$ cat src/rtl/rns_conv_pkg.sv
package rns_conv_pkg;

    // Output timing variant of the converter.
    typedef enum logic {
        OUT_COMB = 1'b0,
        OUT_REGD = 1'b1
    } out_mode_e;

    // Smallest supported modulus exponent (the x3/x4 weights use 2^(N-2)).
    localparam int unsigned MIN_N = 2;

    // Reduce a rotation amount into [0, w).
    function automatic int unsigned wrap_shift(input int unsigned k, input int unsigned w);
        return k % w;
    endfunction

endpackage

$ cat src/rtl/rns_weight_net.sv
// Fixed wiring that forms the five 4N-bit weighted operands whose sum,
// modulo 2^(4N)-1, is the upper part Y of the result.
module rns_weight_net #(
    parameter int unsigned N = 4
) (
    input  logic [N-1:0]            x1,
    input  logic [2*N:0]            x2,
    input  logic [N:0]              x3,
    input  logic [N-1:0]            x4,
    output logic [4:0][4*N-1:0]     ops
);
    import rns_conv_pkg::*;

    localparam int unsigned W4    = 4 * N;
    localparam int unsigned K_X2P = wrap_shift(3 * N - 1, W4);
    localparam int unsigned K_X2N = wrap_shift(N - 1, W4);
    localparam int unsigned K_X1N = wrap_shift(3 * N, W4);
    localparam int unsigned K_X3P = wrap_shift(N - 2, W4);
    localparam int unsigned K_X3N = wrap_shift(2 * N - 2, W4);
    localparam int unsigned K_X4P = wrap_shift(N - 2, W4);

    // Multiply by 2^k modulo 2^W4-1 for a value that is not all ones.
    function automatic logic [W4-1:0] rotl(input logic [W4-1:0] v, input int unsigned k);
        return (v << k) | (v >> (W4 - k));
    endfunction

    logic [W4-1:0] x1_ext;
    logic [W4-1:0] x2_ext;
    logic [W4-1:0] x3_pair;
    logic [W4-1:0] x4_quad;

    always_comb begin
        x1_ext  = {{(W4-N){1'b0}}, x1};
        x2_ext  = {{(W4-2*N-1){1'b0}}, x2};
        // x3 copies at bit 0 and bit 2N: the two same-sign terms are 2N apart.
        x3_pair = {{(N-1){1'b0}}, x3, {(N-1){1'b0}}, x3};
        // x4 weight has four positive terms spaced N apart.
        x4_quad = {x4, x4, x4, x4};

        // +2^(3N-1) * x2
        ops[0] = rotl(x2_ext, K_X2P);
        // -(2^(N-1) * x2) - (2^(3N) * x1): disjoint fields, one inversion
        ops[1] = ~(rotl(x2_ext, K_X2N) | rotl(x1_ext, K_X1N));
        // +(2^(N-2) + 2^(3N-2)) * x3
        ops[2] = rotl(x3_pair, K_X3P);
        // -(2^(2N-2) + 2^(4N-2)) * x3
        ops[3] = ~rotl(x3_pair, K_X3N);
        // +(2^(N-2) + 2^(2N-2) + 2^(3N-2) + 2^(4N-2)) * x4
        ops[4] = rotl(x4_quad, K_X4P);
    end

endmodule

$ cat src/rtl/rns_csa_eac.sv
// One carry-save level whose top carry wraps into bit 0 (mod 2^W - 1).
module rns_csa_eac #(
    parameter int unsigned W = 16
) (
    input  logic [W-1:0] in_a,
    input  logic [W-1:0] in_b,
    input  logic [W-1:0] in_c,
    output logic [W-1:0] sum_v,
    output logic [W-1:0] car_v
);
    logic [W-1:0] maj;

    always_comb begin
        sum_v = in_a ^ in_b ^ in_c;
        maj   = (in_a & in_b) | (in_a & in_c) | (in_b & in_c);
        car_v = {maj[W-2:0], maj[W-1]};
    end

endmodule

$ cat src/rtl/rns_modadd_eac.sv
// Modulo 2^W - 1 adder with end-around carry and a unique zero.
module rns_modadd_eac #(
    parameter int unsigned W = 16
) (
    input  logic [W-1:0] op_s,
    input  logic [W-1:0] op_c,
    output logic [W-1:0] y
);
    logic [W:0]   raw;
    logic [W-1:0] wrapped;

    always_comb begin
        raw     = {1'b0, op_s} + {1'b0, op_c};
        wrapped = raw[W-1:0] + {{(W-1){1'b0}}, raw[W]};
        y       = (&wrapped) ? '0 : wrapped;
    end

endmodule

$ cat src/rtl/rns_to_bin.sv
module rns_to_bin #(
    parameter int unsigned                N        = 4,
    parameter rns_conv_pkg::out_mode_e    OUT_MODE = rns_conv_pkg::OUT_REGD
) (
    input  logic             clk,
    input  logic             rst,
    input  logic [N-1:0]     res_m1,
    input  logic [2*N:0]     res_m2,
    input  logic [N:0]       res_m3,
    input  logic [N-1:0]     res_m4,
    output logic [5*N-1:0]   x_out
);
    import rns_conv_pkg::*;

    localparam int unsigned W4     = 4 * N;
    localparam int unsigned WX     = 5 * N;
    localparam int unsigned LEVELS = 3;

    typedef struct packed {
        logic [W4-1:0] sum_v;
        logic [W4-1:0] car_v;
    } csa_pair_t;

    logic [4:0][W4-1:0] ops;
    csa_pair_t          stage [LEVELS];
    logic [W4-1:0]      csa_s;
    logic [W4-1:0]      csa_c;
    logic [W4-1:0]      y_mod;
    logic [WX-1:0]      x_comb;

    rns_weight_net #(.N(N)) u_weights (
        .x1  (res_m1),
        .x2  (res_m2),
        .x3  (res_m3),
        .x4  (res_m4),
        .ops (ops)
    );

    // Three carry-save levels: 5 operands -> 2 vectors.
    for (genvar lv = 0; lv < LEVELS; lv++) begin : g_tree
        if (lv == 0) begin : g_first
            rns_csa_eac #(.W(W4)) u_csa (
                .in_a  (ops[0]),
                .in_b  (ops[1]),
                .in_c  (ops[2]),
                .sum_v (stage[lv].sum_v),
                .car_v (stage[lv].car_v)
            );
        end else begin : g_next
            rns_csa_eac #(.W(W4)) u_csa (
                .in_a  (stage[lv-1].sum_v),
                .in_b  (stage[lv-1].car_v),
                .in_c  (ops[lv+2]),
                .sum_v (stage[lv].sum_v),
                .car_v (stage[lv].car_v)
            );
        end
    end

    assign csa_s = stage[LEVELS-1].sum_v;
    assign csa_c = stage[LEVELS-1].car_v;

    rns_modadd_eac #(.W(W4)) u_final (
        .op_s (csa_s),
        .op_c (csa_c),
        .y    (y_mod)
    );

    assign x_comb = {y_mod, res_m1};

    if (OUT_MODE == OUT_REGD) begin : g_reg
        always_ff @(posedge clk) begin
            if (rst) x_out <= '0;
            else     x_out <= x_comb;
        end
    end else begin : g_comb
        assign x_out = x_comb;
    end

endmodule

$ cat config.mk
export PLATFORM = sky130hd
export DESIGN_NAME = rns_to_bin
export DESIGN_NICKNAME = d
export VERILOG_FILES = /design/src/rtl/rns_conv_pkg.sv /design/src/rtl/rns_weight_net.sv /design/src/rtl/rns_csa_eac.sv /design/src/rtl/rns_modadd_eac.sv /design/src/rtl/rns_to_bin.sv
export SDC_FILE = /design/constraint.sdc
export NUM_CORES = 1
export LEC_CHECK = 0
export ABC_AREA = 1
export BUFFER_PORTS_ARGS = -buffer_cell sky130_fd_sc_hd__buf_2
export CAP_MARGIN = 20
export CORE_UTILIZATION = 60
export CTS_BUF_LIST = sky130_fd_sc_hd__clkbuf_4
export DETAILED_ROUTE_END_ITERATION = 8
export MAX_ROUTING_LAYER = met4
export PLACE_DENSITY_LB_ADDON = 0.1
export SKIP_LAST_GASP = 1
export SYNTH_ARGS = -nofsm -noshare
export SYNTH_HDL_FRONTEND = slang
export SYNTH_SLANG_ARGS = --single-unit
$ cat constraint.sdc
create_clock -name clk -period 8.8 [get_ports clk]
set_clock_uncertainty 0.15 [all_clocks]
set_input_delay 0.44 -clock clk [delete_from_list [all_inputs] [get_ports clk]]
set_output_delay 0.44 -clock clk [all_outputs]
set_load 0.02 [all_outputs]
Yosys cells after proc, flatten, opt, wreduce, memory -nomap -nowiden
Cells that the tools add are included.
{"block": "word_totals", "register_bits": 20, "inputBits": 24, "output_inout_bits": 20, "wordCells": 33}
{"block": "classes", "add_sub_neg": 2, "bitwise_logic": 27, "reduce_logical": 2}
{"op": "$and A16 B16 Y16", "n": 7}
{"op": "$or A16 B16 Y16", "n": 6}
{"op": "$xor A16 B16 Y16", "n": 5}
{"op": "$and A16 B15 Y16", "n": 2}
{"op": "$not A16 Y16", "n": 2}
{"op": "$add A16 B16 Y17", "n": 1}
{"op": "$add A16 B1 Y16", "n": 1}
{"op": "$or A12 B16 Y16", "n": 1}
{"op": "$or A16 B2 Y16", "n": 1}
{"op": "$or A16 B3 Y16", "n": 1}
{"op": "$or A16 B4 Y16", "n": 1}
{"op": "$reduce_and A16 Y1", "n": 1}
{"op": "$xor A16 B15 Y16", "n": 1}
{"op": "$reduce_or A2 Y1", "n": 1}

Longest topological paths before layout
{"block": "depth", "depth_word": 15, "depth_mapped": 33, "mapped_depth_nobuf": 32}

Modules after synthesis
From an unflattened synthesis, not the netlist that was laid out.
{"block": "hier_totals", "cells_unflattened": 536, "area_unflattened_um2": 3789.9}
{"module": "rns_modadd_eac", "n_inst": 1, "cells_per_inst": 344, "area_per_inst_um2": 1715.4}
{"module": "rns_csa_eac", "n_inst": 3, "cells_per_inst": 16, "area_per_inst_um2": 320.3}
{"module": "rns_to_bin", "n_inst": 1, "cells_per_inst": 62, "area_per_inst_um2": 573.0}
{"module": "rns_weight_net", "n_inst": 1, "cells_per_inst": 82, "area_per_inst_um2": 540.5}

Worst setup path after synthesis
OpenSTA, ideal clock, no wires.
{"block": "synth_timing", "path_kind": "input to register", "start": "in res_m2[3]", "end": "reg x_out[16]", "t_arrival_ns": 4.643, "slack_ns": 3.895, "stages": 32, "n_path_buf": 1, "path_cell_list": "inv_1 > fa_1 > inv_1 > fa_1 > fa_1 > ha_1 > fa_1 > nand2_1 > nand2_1 > nand3_1 > nand2_1 > nand2_1 > nand2_1 > a21oi_1 > o21bai_1 > ha_1 > ha_1 > inv_1 > nor2_2 > nand3_1 > nor2_2 > nand3_2 > nand2_1 > inv_1 > nand2_1 > nor2_1 > nand2_1 > nor2_1 > nand3_2 > nand2_4 > buf_8 > nor2_2"}
{"block": "synth_via", "elab_chain_cells": 15}
{"element": "from (decl)", "line_no": "rns_to_bin.sv:8", "source": "input logic [2*N:0] res_m2,"}
{"element": "$or A12 B16 Y16", "line_no": "rns_weight_net.sv:43", "source": "ops[1] = ~(rotl(x2_ext, K_X2N) | rotl(x1_ext, K_X1N));"}
{"element": "$not A16 Y16", "line_no": "rns_weight_net.sv:43"}
{"element": "$and A16 B16 Y16", "line_no": "rns_csa_eac.sv:15", "source": "maj = (in_a & in_b) | (in_a & in_c) | (in_b & in_c);"}
{"element": "$or A16 B16 Y16 (2 in series)", "line_no": "rns_csa_eac.sv:15"}
{"element": "$and A16 B16 Y16", "line_no": "rns_csa_eac.sv:15"}
{"element": "$or A16 B16 Y16 (2 in series)", "line_no": "rns_csa_eac.sv:15"}
{"element": "$and A16 B16 Y16", "line_no": "rns_csa_eac.sv:15"}
{"element": "$or A16 B16 Y16 (2 in series)", "line_no": "rns_csa_eac.sv:15"}
{"element": "$add A16 B16 Y17 (*)", "line_no": "rns_modadd_eac.sv:13", "source": "raw = {1'b0, op_s} + {1'b0, op_c};"}
{"element": "$add A16 B1 Y16 (*)", "line_no": "rns_modadd_eac.sv:14", "source": "wrapped = raw[W-1:0] + {{(W-1){1'b0}}, raw[W]};"}
{"element": "$reduce_and A16 Y1", "line_no": "rns_modadd_eac.sv:15", "source": "y = (&wrapped) ? '0 : wrapped;"}
{"element": "$reduce_or A2 Y1 (no line)"}
{"element": "to (signal assigned)", "line_no": "rns_to_bin.sv:74", "source": "else x_out <= x_comb;"}
{"element": "to (decl)", "line_no": "rns_to_bin.sv:11", "source": "output logic [5*N-1:0] x_out"}
Every way passes the cells marked *; elsewhere a longest branch is shown, timed or not.
A chain may end at the register's enable or synchronous reset.

Final worst setup path
{"block": "layout_timing", "start": "in res_m3[4]", "end": "reg x_out[11]"}
{"block": "layout_via", "elab_chain_cells": 13}
{"element": "from (decl)", "line_no": "rns_to_bin.sv:9", "source": "input logic [N:0] res_m3,"}
{"element": "$and A16 B15 Y16", "line_no": "rns_csa_eac.sv:15"}
{"element": "$or A16 B16 Y16 (2 in series)", "line_no": "rns_csa_eac.sv:15"}
{"element": "$and A16 B16 Y16", "line_no": "rns_csa_eac.sv:15"}
{"element": "$or A16 B16 Y16 (2 in series)", "line_no": "rns_csa_eac.sv:15"}
{"element": "$and A16 B16 Y16", "line_no": "rns_csa_eac.sv:15"}
{"element": "$or A16 B16 Y16 (2 in series)", "line_no": "rns_csa_eac.sv:15"}
{"element": "$add A16 B16 Y17 (*)", "line_no": "rns_modadd_eac.sv:13"}
{"element": "$add A16 B1 Y16 (*)", "line_no": "rns_modadd_eac.sv:14"}
{"element": "$reduce_and A16 Y1", "line_no": "rns_modadd_eac.sv:15"}
{"element": "$reduce_or A2 Y1 (no line)"}
Marked as above.

==> run metrics <==
status=finished clean; Setup CP Type=input port to flip-flop; Tcrit/Tclk final=around 60%; crit path DAT=5220 ps; Pwr per Cell Area=275 mW/mm^2; yosys warns=0; H-Tree Depth=1; setup ws final=roughly 3600 ps; initial antenna violation count=0; Most flops, register=x_out; root buffer cell=clkbuf_4; Pre-Repair DR Iteration Count=4; Post-Route WL=around 6.6 mm; IO Count=44; GRT Total Usage=between 20 and 30%; CTS Buf Count=3; synthesized area per cell=roughly 6.7 sq um; Clk pin slew, worst setup/hold paths=between 100 and 150 ps; f_max=between 150 and 200 MHz; CP Launch Type=input port; relative slew slack=around four fifths; #FFs+latches synth=20; DP HPWL=6.03 mm; Area after DPL=roughly 0.0034 sq mm; crit path max-delay cell type=fa_1; maximum vdd drop=between 0.0001 and 0.00015 V; Total Neg Setup Slack=0 ps; CTS resizes=0; Avg WL per Cell=~12 microns; vias post-DR=2828; Chip Height=roughly 74 microns; required time of the critical path=8840 ps; CTS tree=built; Max Slew Vio Count=0; Worst setup EP type=flip-flop; grt total ovfl=0; # diodes=0; Die X-Extent=about 74 microns; post-synthesis instance total=462; initial core utilization=64.1%; area of the mapped netlist=between 0.003 and 0.004 sq mm; Crit Path Max Fanout=16; max reg flops=20; CTS sink cnt=20; cell mode on critical path=nand2_1; Slew @ Worst Pin=290 ps; number of global-route vias before repair=between 2000 and 3000; Via-to-Cell Ratio=4.94; Final #Nets=594; largest net degree at the start of global routing=17; Final ANT Viol Nets=0; final hold violations=0; 1st-iter DRT viols=103; share of layout cells above drive strength 1=a little under a fifth; Final GP Congestion=roughly 0.92; critical path's largest stage delay=slightly below 500 ps; total power draw=between 0.9 and 1 mW; Setup Buffers After CTS=0; buffers added on ports=between 40 and 50; Setup-failing EPs final=0; row count=25; Max clock buf depth=2; HP Class=input port to flip-flop; Area Overhead vs Synth=9.63%; CTS Hold Buffers Added=0; core area=approximately 0.0048 sq mm; Seq/Total Area, Yosys=between 10 and 15%; biggest regs=x_out: 20 flops; RSZ-0062 raised after global routing=false; Synth Net Count=548; fill count=between 400 and 500; die area=between 0.005 and 0.006 sq mm; Max Cap Viol=0; Place WS=3270 ps; fin area=~0.0034 sq mm; DRC violation count after routing=0; Final Critical Period=between 5000 and 6000 ps; leakage=roughly 2.0 nW; first-pass GRT wire length=11.7 mm; number of distinct library cells after synthesis=25
-- cells in the mapped netlist --
cell type    n  share of area [%]
nand3_1     32                5.2
o21ai_1      1               0.16
buf_4        1               0.24
nand2_4      2               0.73
dfxtp_1     20                 13
ha_1        33                 13
buf_8        1               0.48
nor2_4       3                1.1
fa_1        29                 19
nand3_2      7                2.3
xor2_1       1               0.28
inv_1      112                 14
a21oi_1     11                1.8
o31ai_1      1               0.24
nor3_1       2               0.32
o21bai_1     2               0.48
nand2_1    127                 15
o21ai_0      1               0.16
nand2_2     15                3.0
and2_1       4               0.81
nor2_2      17                3.4
nor2_1      28                3.4
nand4_1      8                1.6
inv_2        3               0.36
nand3b_1     1               0.24
-- path summary, 6_finish.rpt --
check,start,slack [ps],endpoint,cells past startpoint
worst max-delay path,res_m3[4],3620,x_out[11],32
worst min-delay path,res_m1[0],200,x_out[0],3
-- cell families (layout without fill, tap and decap cells) --
kind of cell    Yosys count  in the layout  share of synthesized area (%)
simple gates            246            246                           37.4
buf+inv                 117            161                           14.6
fa+ha+maj                62             62                           32.0
flops                    20             20                           12.9
compound gates           16             16                           2.82
xor+xnor                  1              1                          0.282
-- worst max-delay path: cells and delay by family --
family	cells	cell delay, ps
adder cells (fa/ha/maj)	7	2500
AO/OA/AOI/OAI	2	220
buffers and inverters	5	400
AND/OR/NAND/NOR	18	1670
-- area by class of cell --
class | instances | area (sq um) | share of cell area, %
clock buffers | 3 | 22.5 | 0.662
inverters | 115 | 432 | 12.7
multi-input cells | 325 | 2250 | 66.1
flip-flops and latches | 20 | 400 | 11.8
well taps | 67 | 83.8 | 2.46
repair buffers | 43 | 215 | 6.32
-- per-layer routing --
metal	vias up	routed length (microns)	share of wire [%]	GRT usage, %
met1	1243	2790	42	32.0
met3	26	226	3.4	2.44
met5	-	0	0	-
li1	1476	-	-	-
met4	0	280	4.2	12.2
met2	83	3330	50	52.3
-- stage by stage --
stage / hold slack [ps] / util, % / instances
2_1_floorplan: 361 / - / 462
5_1_grt: 194 / 70.2 / 573
4_1_cts: 196 / 70.2 / 573
6_report: 199 / 70.2 / 573
3_5_place_dp: 532 / 69.8 / 570
3_3_place_gp: 525 / 69.8 / 570
-- where the power goes --
part           total, mW  switching (mW)  internal [mW]
Combinational      0.764           0.499          0.264
Clock             0.0439          0.0280         0.0160
Sequential         0.129         0.00546          0.124
-- cells in the final DEF, fill, tap and decap left out, drive strengths merged --
master,instances
nand3,39
nor3,2
fa,29
o21ai,2
buf,43
nand2,144
o31ai,1
a21oi,11
nand4,8
o21bai,2
clkbuf,3
ha,33
xor2,1
nand3b,1
and2,4
inv,115
dfxtp,20
nor2,48
No activity file was read; power rests on OpenSTA's default activity.
